### src/rtl/nib_stack_seq.sv
module nib_stack_seq #(
  parameter int PC_W = 14
) (
  input  logic            clk,
  input  logic            rst_n,
  input  logic            op_valid,
  input  logic [2:0]      op_kind,
  input  logic [7:0]      pair_in,
  input  logic [PC_W-1:0] pc_in,
  input  logic [7:0]      psw_in,
  input  logic            sp_ld,
  input  logic [7:0]      sp_ld_val,
  output logic            busy,
  output logic            done,
  output logic [7:0]      sp,
  output logic            mem_re,
  output logic            mem_we,
  output logic [11:0]     mem_addr,
  output logic [3:0]      mem_wdata,
  input  logic [3:0]      mem_rdata,
  output logic [7:0]      pair_out,
  output logic [PC_W-1:0] pc_out,
  output logic [7:0]      stat_out
);

  localparam logic [2:0] K_PUSH = 3'd0, K_POP = 3'd1, K_CALL = 3'd2,
                         K_RET  = 3'd3, K_INT = 3'd4, K_IRET = 3'd5;

  logic [2:0]  kind, cnt;
  logic [7:0]  sp_q;
  logic [23:0] wbuf, rbuf, wnew;

  wire        is_rd   = (kind == K_POP) || (kind == K_RET) || (kind == K_IRET);
  wire        short_op = (kind == K_PUSH) || (kind == K_POP);
  wire [2:0]  len     = short_op ? 3'd2 : 3'd6;
  wire [2:0]  last    = is_rd ? len : len - 3'd1;
  wire        finish  = busy && (cnt == last);
  wire        accept  = !busy && !sp_ld && op_valid && (op_kind <= K_IRET);
  wire [7:0]  delta   = short_op ? 8'd2 : 8'd6;
  wire [7:0]  sp_next = is_rd ? sp_q + delta : sp_q - delta;
  wire        xfer    = busy && (cnt < len);
  wire [7:0]  off     = is_rd ? sp_q + {5'd0, cnt} : sp_q - 8'd1 - {5'd0, cnt};
  wire [13:0] pcx     = 14'(pc_in);
  wire [23:0] wsh     = wbuf >> {cnt, 2'b00};
  wire [2:0]  cm1     = cnt - 3'd1;
  wire [13:0] pc_full = {rbuf[13:12], rbuf[11:0]};

  assign sp        = sp_q;
  assign mem_we    = xfer && !is_rd;
  assign mem_re    = xfer && is_rd;
  assign mem_addr  = {4'h0, off};
  assign mem_wdata = wsh[3:0];
  assign pair_out  = rbuf[7:0];
  assign pc_out    = pc_full[PC_W-1:0];
  assign stat_out  = (kind == K_RET) ? {6'd0, rbuf[17:16]} : rbuf[23:16];

  always_comb begin
    case (op_kind)
      K_PUSH:  wnew = {16'h0, pair_in[3:0], pair_in[7:4]};
      K_CALL:  wnew = {pcx[3:0], pcx[7:4], pcx[11:8], 2'b00, pcx[13:12],
                       2'b00, psw_in[1:0], 4'h0};
      K_INT:   wnew = {pcx[3:0], pcx[7:4], pcx[11:8], 2'b00, pcx[13:12],
                       psw_in[3:0], psw_in[7:4]};
      default: wnew = '0;
    endcase
  end

  always_ff @(posedge clk) begin
    if (!rst_n) begin
      busy <= 1'b0;
      done <= 1'b0;
      cnt  <= '0;
      kind <= K_PUSH;
      sp_q <= '0;
      wbuf <= '0;
      rbuf <= '0;
    end else begin
      done <= finish;
      if (!busy) begin
        if (sp_ld) begin
          sp_q <= {sp_ld_val[7:1], 1'b0};
        end else if (accept) begin
          busy <= 1'b1;
          cnt  <= '0;
          kind <= op_kind;
          wbuf <= wnew;
        end
      end else begin
        if (finish) begin
          busy <= 1'b0;
          sp_q <= sp_next;
        end else begin
          cnt <= cnt + 3'd1;
        end
        if (is_rd && cnt != 3'd0) rbuf[{cm1, 2'b00} +: 4] <= mem_rdata;
      end
    end
  end


  sp_even_chk: assert property (@(posedge clk) disable iff (!rst_n) sp[0] == 1'b0);

  sp_load_chk: assert property (@(posedge clk) disable iff (!rst_n)
    (sp_ld && !busy) |=> sp == {$past(sp_ld_val[7:1]), 1'b0});

  rw_excl_chk: assert property (@(posedge clk) disable iff (!rst_n) !(mem_we && mem_re));

  done_pulse_chk: assert property (@(posedge clk) disable iff (!rst_n) done |=> !done);

  done_idle_chk: assert property (@(posedge clk) disable iff (!rst_n) done |-> !busy);

  sp_hold_chk: assert property (@(posedge clk) disable iff (!rst_n) busy |=> (done || $stable(sp)));

  idle_quiet_chk: assert property (@(posedge clk) disable iff (!rst_n) !busy |-> !(mem_we || mem_re));

endmodule

### config.mk
export PLATFORM = sky130hd
export DESIGN_NAME = nib_stack_seq
export DESIGN_NICKNAME = d
export VERILOG_FILES = /design/src/rtl/nib_stack_seq.sv
export SDC_FILE = /design/constraint.sdc
export NUM_CORES = 1
export LEC_CHECK = 0
export BUFFER_PORTS_ARGS = -buffer_cell sky130_fd_sc_hd__buf_2
export CAP_MARGIN = 20
export CORE_MARGIN = 1
export CORE_UTILIZATION = 52
export CTS_BUF_LIST = sky130_fd_sc_hd__clkbuf_4 sky130_fd_sc_hd__clkbuf_8 sky130_fd_sc_hd__clkbuf_16
export CTS_CLUSTER_SIZE = 28
export DETAILED_ROUTE_END_ITERATION = 8
export GPL_ROUTABILITY_DRIVEN = 0
export PLACE_DENSITY = 0.81
export SLEW_MARGIN = 0
export SYNTH_ARGS = -nofsm -noshare
export SYNTH_HDL_FRONTEND = slang
export SYNTH_SLANG_ARGS = --single-unit
### constraint.sdc
create_clock -name clk -period 3.5 [get_ports clk]
set_input_delay 0.7 -clock clk [delete_from_list [all_inputs] [get_ports clk]]
set_output_delay 0.7 -clock clk [all_outputs]
set_load 0.01 [all_outputs]
==> results of run 1 <==
path summary, 6_finish.rpt:
kind / start / to / slack [ps] / depth (start not counted)
worst max-delay path: cnt[2] / mem_addr[7] / 420 / 8
worst min-delay path: rbuf[10] / rbuf[10] / 450 / 2
worst max register to register: cnt[0] / rbuf[16] / 660 / 9
worst min register to register: rbuf[10] / rbuf[10] / 450 / 2
logic make-up after synthesis:
logic type | synth area share (%)
AOI/OAI and AO/OA | 15.8
xor gates and xnor gates | 2.95
adders and majority gates | 6.04
buffers and inverters | 10.4
DFF | 33.1
muxes | 11.7
other | 0.105
and+or+nand+nor | 19.9
per-stage QoR:
step,util (%),cell area (sq um),worst slack (ps),total power [mW],hold slack [ps]
2_1_floorplan,-,3580,1040,0.928,432
3_3_place_gp,59.7,3880,797,1.01,441
3_5_place_dp,59.7,3880,696,1.02,448
4_1_cts,62.7,4080,447,1.64,458
5_1_grt,62.7,4080,324,1.70,473
6_report,62.7,4080,416,1.63,454
power by group:
group          total (mW)  internal [mW]  switching [mW]  leakage [nW]
Combinational       0.291          0.129           0.162          1.35
Sequential          0.718          0.688          0.0300         0.478
Clock               0.622          0.352           0.270         0.103
Total                1.63           1.17           0.462          1.93
per-layer routing:
metal / global-route usage, % / up-vias / part of all wire [%]
li1: - / 1526 / -
met1: 29.2 / 1415 / 45
met2: 37.4 / 98 / 47
met3: 6.98 / 12 / 6.2
met4: 7.24 / 0 / 1.5
met5: 0 / - / 0
layout make-up:
cell class / count / area, sq um
clock buffers: 11 / 145
clock inverters: 5 / 52.6
fillers: 556 / 2420
inverters: 10 / 37.5
multi-input cells: 290 / 2030
flip-flops and latches: 59 / 1180
well taps: 77 / 96.3
repair buffers: 104 / 531
sequential cells by signal (all words and copies together) (netlist names):
register,cells
kind,3
done,1
sp,7
rbuf,22
cnt,3
wbuf,22
busy,1
cells in the mapped netlist (4+ instances only):
cell	number
o21ai_0	13
a22o_1	14
dfxtp_1	59
clkbuf_1	7
nor3_1	11
nand4_1	5
buf_2	7
xnor2_1	7
nor2b_1	4
inv_1	10
a21oi_1	22
and2_1	16
nor2_1	39
ha_1	14
nand2_1	33
mux2i_1	37
xor2_1	5
or2_0	4
buf_4	31
nand3_1	4
o22ai_1	5
worst reg2reg max path: cells and delay by family, from the launching register on:
family | cells | cell delay, ps
flip-flops | 1 | 580
multiplexers | 1 | 220
XOR/XNOR | 1 | 160
AND/OR/NAND/NOR | 4 | 820
buffers and inverters | 1 | 210
adder cells (fa/ha/maj) | 2 | 730
==> results.json, run 1 <==
{
  "status": "finished with violations",
  "failed_checks": "design-rule violations",
  "ir_worst_vdd_uv": 301,
  "final_cell_mix": "buf_2 (100), dfxtp_1 (59), nor2_1 (39)",
  "ys_ff_latch": 59,
  "die_h_um": 84.8,
  "async_reset_ff_share_pct": 0,
  "crit_path_max_incr_delay_ps": 520,
  "critPathCaptureType": "output pin",
  "numClockSinks": 59,
  "dp_cells": 540,
  "rsz0062_at_grt": "false",
  "period_needed_ps": 3080,
  "finalHoldViolCount": 0,
  "via_per_inst": 5.49,
  "first_pass_iters": 6,
  "max_freq_ghz": 0.324,
  "synth_edf_count": 0,
  "overflow": 0,
  "routed_wl_um": 7990,
  "track_usage_pct": 23.0,
  "syn_avg_cell_area_sq_um": 8.78,
  "drive_above_1_share_pct": 28.0,
  "skew_ps": 6.45,
  "core-area_sq_um": 6490,
  "cts_buffers": 9,
  "critPathMaxFanout": 7,
  "leakage_nw": 1.93,
  "grt_pass1_vias": 2800,
  "fin_setup_tns_ps": 0,
  "via_count": 3051,
  "syn2layout_area_growth_pct": 14.4,
  "clk_latency_ps": 350,
  "htree_levels": 3,
  "period_share_pct": 88.1,
  "required_ps": 2800,
  "synth_area_leaders": "dfxtp_1 (33%), mux2i_1 (10%), buf_4 (6.5%)",
  "drv_cap": 0,
  "rows": 29,
  "critPathMostFrequentCell": "inv_1",
  "synth-seq-area-share_pct": 33.1,
  "io_buffers": 100,
  "yosysWarnings": 0,
  "final_max_slew_viol_count": 0,
  "drtAntennaViolNets": 0,
  "ctsResizeCount": 0,
  "nets": 539,
  "final_cells": 556,
  "cp.arrival_ps": 2380,
  "dieArea_sq_um": 7190,
  "hpwl_um": 5880,
  "hold_class": "reg2reg",
  "clock-root-buffer": "clkbuf_8",
  "ys.flop_type": "dfxtp_1",
  "worst-path-buf-inv": 3,
  "synth_cell_types": 60,
  "worst_setup_path_start_kind": "flop",
  "post_cts_buffers": 0,
  "drc": 5,
  "syn_area_sq_um": 3560,
  "yosysTopAreaCellShare_pct": 33.1,
  "final_common_cell": "buf_2",
  "setup_viol": 0,
  "synthCells": 406,
  "start_util_pct": 54.9,
  "synth_top_cell_by_area": "dfxtp_1",
  "worstMarginPinSlew_ps": 846,
  "io_pins": 107,
  "clkTransAtPathRegs_ps": 70,
  "antenna_found_initial": 0,
  "die_x_um": 84.8,
  "crit_chain": "inv_1 -> ha_1 -> inv_1 -> a21oi_1 -> or2_1 -> o22ai_1 -> xor2_1 -> buf_2",
  "worst_path_max_delay_cell": "dfxtp_1",
  "grt_pass1_wl_um": 13000,
  "clock_path_buffers": 2,
  "slew_headroom_pct": 43.4,
  "cts_tree": "yes",
  "grt_max_degree": 40,
  "cts_hold_buffers": 0,
  "wl_per_cell_um": 14.4,
  "crit_family": "flip-flops",
  "n_antenna_cell": 0,
  "worst-setup-path-type": "reg2out",
  "drt_iter0_markers": 142,
  "powerDensity_nw_per_um2": 400
}
Note: power is estimated with default switching activity, not from simulation.
==> run 2, diff against run 1 <==
==> constraint.sdc (replaced) <==
create_clock -name clk -period 3.5 [get_ports clk]
set_input_delay 0 -clock clk [delete_from_list [all_inputs] [get_ports clk]]
set_output_delay 0 -clock clk [all_outputs]
set_load 0.01 [all_outputs]
==> run 2 against run 1 <==
Net effect: the flow still finishes with violations (design-rule violations); via count up 3.7%; sequential power is essentially flat; wire length up 7.6%; first-iteration DRC count rose by 69%; register-to-register slack improved by 270 ps; clock-buffer cell count increased by 1; total power increased by 6.5%; final cell count grew 4.5%; non-clock buffer count is 25 higher; worst setup slack better by 510 ps; die area stayed put; critical path type is now reg2reg; largest power group unchanged.
==> results.json, run 2 (synthesized netlist as in run 1, its figures left out) <==
{
  "slew_headroom_pct": 44.0,
  "worst_setup_path_start_kind": "flop",
  "drt_iter0_markers": 240,
  "max_freq_ghz": 0.389,
  "status": "finished with violations",
  "setup_viol": 0,
  "clock-root-buffer": "clkbuf_8",
  "first_pass_iters": 9,
  "layout_setup_ws_ps": 928,
  "via_per_inst": 5.45,
  "final_max_slew_viol_count": 0,
  "hold_class": "in2reg",
  "htree_levels": 3,
  "nets": 564,
  "r2r_slack_ps": 930,
  "track_usage_pct": 25.2,
  "critPathMaxFanout": 7,
  "n_antenna_cell": 0,
  "io_pins": 107,
  "start_util_pct": 54.9,
  "post_cts_buffers": 0,
  "clock_path_buffers": 2,
  "postLayoutCellArea_sq_um": 4350,
  "ctsResizeCount": 0,
  "clkTransAtPathRegs_ps": 70,
  "grt_pass1_wl_um": 14200,
  "ir_worst_vdd_uv": 252,
  "die_h_um": 84.8,
  "leakage_nw": 2.05,
  "cp.arrival_ps": 2840,
  "clk_latency_ps": 340,
  "holdWs_ps": 64.2,
  "powerDensity_nw_per_um2": 399,
  "p_sw_share_pct": 26.8,
  "drive_above_1_share_pct": 26.6,
  "rsz0062_at_grt": "false",
  "via_count": 3164,
  "finalHoldViolCount": 0,
  "final_cell_mix": "buf_2 (100), dfxtp_1 (59), nor2_1 (39)",
  "period_share_pct": 73.5,
  "die_x_um": 84.8,
  "hpwl_um": 5750,
  "worst-setup-path-type": "reg2reg",
  "failed_checks": "design-rule violations",
  "skew_ps": 5.51,
  "period_needed_ps": 2570,
  "antenna_found_initial": 0,
  "p_int_mw": 1.27,
  "nFillCells": 517,
  "cts_buffers": 9,
  "overflow": 0,
  "p_clk_share_pct": 40.6,
  "required_ps": 3770,
  "power_frac_comb_pct": 18.2,
  "grt_max_degree": 40,
  "p_seq_share_pct": 41.2,
  "syn2layout_area_growth_pct": 22.2,
  "dp_slack_ps": 970,
  "grt_pass1_vias": 2967,
  "drc": 4,
  "power.total_mw": 1.74,
  "drtAntennaViolNets": 0,
  "cts_tree": "yes",
  "io_buffers": 100,
  "dieArea_sq_um": 7190,
  "core-area_sq_um": 6490,
  "worstMarginPinSlew_ps": 837,
  "place_area_sq_um": 3880,
  "drv_cap": 0,
  "final_common_cell": "buf_2",
  "numClockSinks": 59,
  "fin_setup_tns_ps": 0,
  "rows": 29,
  "routed_wl_um": 8600,
  "critPathCaptureType": "flop",
  "wl_per_cell_um": 14.8,
  "switchingPower_uw": 466
}
## run 2: cell types whose count changed in the layout (fill, tap and decap cells not counted)
cell,change
clkinv_2,-2
bufinv_16,+1
clkbuf_4,+1
dlygate4sd3_1,+25
clkinvlp_4,-1
clkinv_4,+1
## run 2: worst max-delay path, stage by stage, from the launching register on
cell      delay [ps]
dfxtp_1          450
nand3b_1         280
o21ai_0          250
fa_1             510
or4_1            520
a211oi_1         240
o21ai_0          130
a21oi_1          140
## run 2: power by group through the flow
stage,Combinational (mW),Clock [mW],Sequential (mW)
after floorplan,0.207,0,0.721
after global placement,0.281,0,0.728
after detailed placement,0.290,0,0.730
after CTS,0.313,0.716,0.714
after global routing,0.347,0.755,0.718
final,0.317,0.705,0.715
## run 2: what timing repair did
| action | 4_1_cts | 5_1_grt |
|---|---|---|
| hold endpoints to repair | 29 | 0 |
| hold buffers | 25 | 0 |
| endpoints found under the setup margin | 0 | 0 |
## run 2: layout make-up
class | instances | area (sq um) | area share, %
well taps | 77 | 96.3 | 2.21
multi-input cells | 290 | 2030 | 46.7
repair buffers | 129 | 781 | 17.9
clock inverters | 4 | 73.8 | 1.70
inverters | 10 | 37.5 | 0.862
clock buffers | 12 | 153 | 3.51
flip-flops and latches | 59 | 1180 | 27.1
## run 2: through the flow
stage	utilization (%)	instances
finish	67.0	581
global route	67.0	581
CTS	67.0	581
detailed placement	59.7	540
global placement	59.7	540
floorplan	-	411
## run 2: worst paths after layout
path / from / to / cells after the start
setup / recovery: kind[2] / sp[5] / 7
hold / removal: sp_ld_val[7] / sp[7] / 4
setup reg to reg: kind[2] / sp[5] / 7
hold reg to reg: rbuf[10] / rbuf[10] / 2
## run 2: routing by layer
metal | vias to the layer above | global-route usage (%) | share of wire, %
met4 | 0 | 7.70 | 1.2
li1 | 1568 | - | -
met3 | 12 | 6.00 | 5.9
met5 | - | 0 | 0
met1 | 1472 | 31.8 | 44
met2 | 112 | 42.7 | 49
==> run 3, diff against run 2 <==
clock period = 2.5 ns   (was 3.5 ns; I/O delays follow)
==> run 3 against run 2 <==
Net effect: the flow still finishes with violations (design-rule violations); clock skew grew 7.1 ps; via count grew 1.2%; final cell count grew 1.4%; wire length grew 2.2%; highest routed layer unchanged; critical path depth is the same; global-route usage grew 0.24 points; first-iteration DRC count shrank 12%; sequential power grew 40%; non-clock buffer count grew 8; design area grew 0.55%.
==> results.json, run 3 (synthesized netlist as in run 1, its figures left out) <==
{
  "io_pins": 107,
  "r2r_slack_ps": 130,
  "status": "finished with violations",
  "worstMarginPinSlew_ps": 583,
  "worst_setup_path_start_kind": "flop",
  "numClockSinks": 59,
  "required_ps": 2790,
  "die_x_um": 84.8,
  "htree_levels": 3,
  "power.total_mw": 2.24,
  "period_share_pct": 94.8,
  "via_per_inst": 5.44,
  "powerDensity_nw_per_um2": 511,
  "overflow": 0,
  "hold_class": "in2reg",
  "io_buffers": 100,
  "grt.busiest_layer": "met2",
  "dp_slack_ps": 137,
  "drv_cap": 0,
  "critPathMaxFanout": 6,
  "final_common_cell": "buf_2",
  "skew_ps": 12.6,
  "worstHoldStart": "sp_ld_val[2]",
  "leakage_nw": 2.06,
  "post_cts_buffers": 0,
  "worst-setup-path-type": "reg2reg",
  "place_area_sq_um": 3940,
  "cts_tree": "yes",
  "hpwl_um": 5900,
  "clk_latency_ps": 350,
  "holdPathStages": 3,
  "reg2reg_to": "sp[5]",
  "grt_pass1_wl_um": 14500,
  "drc": 5,
  "fin_setup_tns_ps": 0,
  "syn2layout_area_growth_pct": 22.9,
  "routed_wl_um": 8780,
  "n_antenna_cell": 0,
  "clock_path_buffers": 2,
  "critPathCaptureType": "flop",
  "start_util_pct": 54.9,
  "r2r_cells": 7,
  "drive_above_1_share_pct": 28.5,
  "grt_pass1_vias": 3099,
  "gr-usage-met2_pct": 42.5,
  "drt_iter0_markers": 211,
  "cts_buffers": 9,
  "final_cell_mix": "buf_2 (100), dfxtp_1 (58), nor2_1 (39)",
  "finalHoldViolCount": 0,
  "cp.arrival_ps": 2660,
  "period_needed_ps": 2370,
  "antenna_found_initial": 0,
  "via_count": 3203,
  "nets": 572,
  "holdWs_ps": 10.7,
  "postLayoutCellArea_sq_um": 4380,
  "setup_viol": 0,
  "core-area_sq_um": 6490,
  "ir_worst_vdd_uv": 385,
  "grt_use_met3_pct": 6.78,
  "fin_util_pct": 67.4,
  "dieArea_sq_um": 7190,
  "grt_max_degree": 31,
  "wl_per_cell_um": 14.9,
  "track_usage_pct": 25.5,
  "drtAntennaViolNets": 0,
  "layout_setup_ws_ps": 129,
  "failed_checks": "design-rule violations",
  "die_h_um": 84.8,
  "rows": 29,
  "clock-root-buffer": "clkbuf_8",
  "final_cells": 589,
  "r2r-start": "kind[2]",
  "final_max_slew_viol_count": 0,
  "rsz0062_at_grt": "false",
  "dp_cells": 548,
  "first_pass_iters": 7,
  "hold_end": "sp[2]",
  "slew_headroom_pct": 61.1,
  "max_freq_ghz": 0.422,
  "use_met1_pct": 31.4,
  "clkTransAtPathRegs_ps": 80
}
## run 3: per-layer routing
metal  vias up  routed length, um
met4         0                155
met3        16                446
met1      1489               3850
li1       1589                  -
met5         -                  0
met2       109               4330
## run 3: how the worst max path moves through the flow
stage	endpoint	start	slack [ps]	cells past startpoint
after global placement	sp[5]	kind[2]	270	7
after CTS	rbuf[16]	cnt[0]	130	9
after global routing	sp[5]	kind[2]	9	7
after floorplan	rbuf[16]	cnt[1]	50	11
final	sp[5]	kind[2]	130	7
after detailed placement	rbuf[18]	cnt[0]	140	9
## run 3: critical path, cell delays in order, from the launching register on
cell and delay, ps:
dfxtp_1 460, xor2_1 180, o21ai_0 160, fa_1 500, or4_1 520, a211oi_1 240
o21ai_0 130, a21oi_1 140
## run 3: report_power, final
part	switching (mW)	internal, mW
Clock	0.422	0.363
Combinational	0.237	0.213
Sequential	0.0405	0.962
Total	0.699	1.54
## run 3: what timing repair did
| item | 4_1_cts | 5_1_grt |
|---|---|---|
| endpoints found under the setup margin | 0 | 5 |
| resized for setup | 0 | 4 |
| hold buffers | 25 | 0 |
| endpoints found under the hold margin | 26 | 0 |
## run 3: cell type report
class / count / area, sq um
inverter: 10 / 37.5
tap: 77 / 96.3
sequential: 59 / 1180
fill: 520 / 2120
timing repair buffer: 137 / 841
multi-input combinational: 290 / 2040
clock buffer: 9 / 124
clock inverter: 7 / 53.8
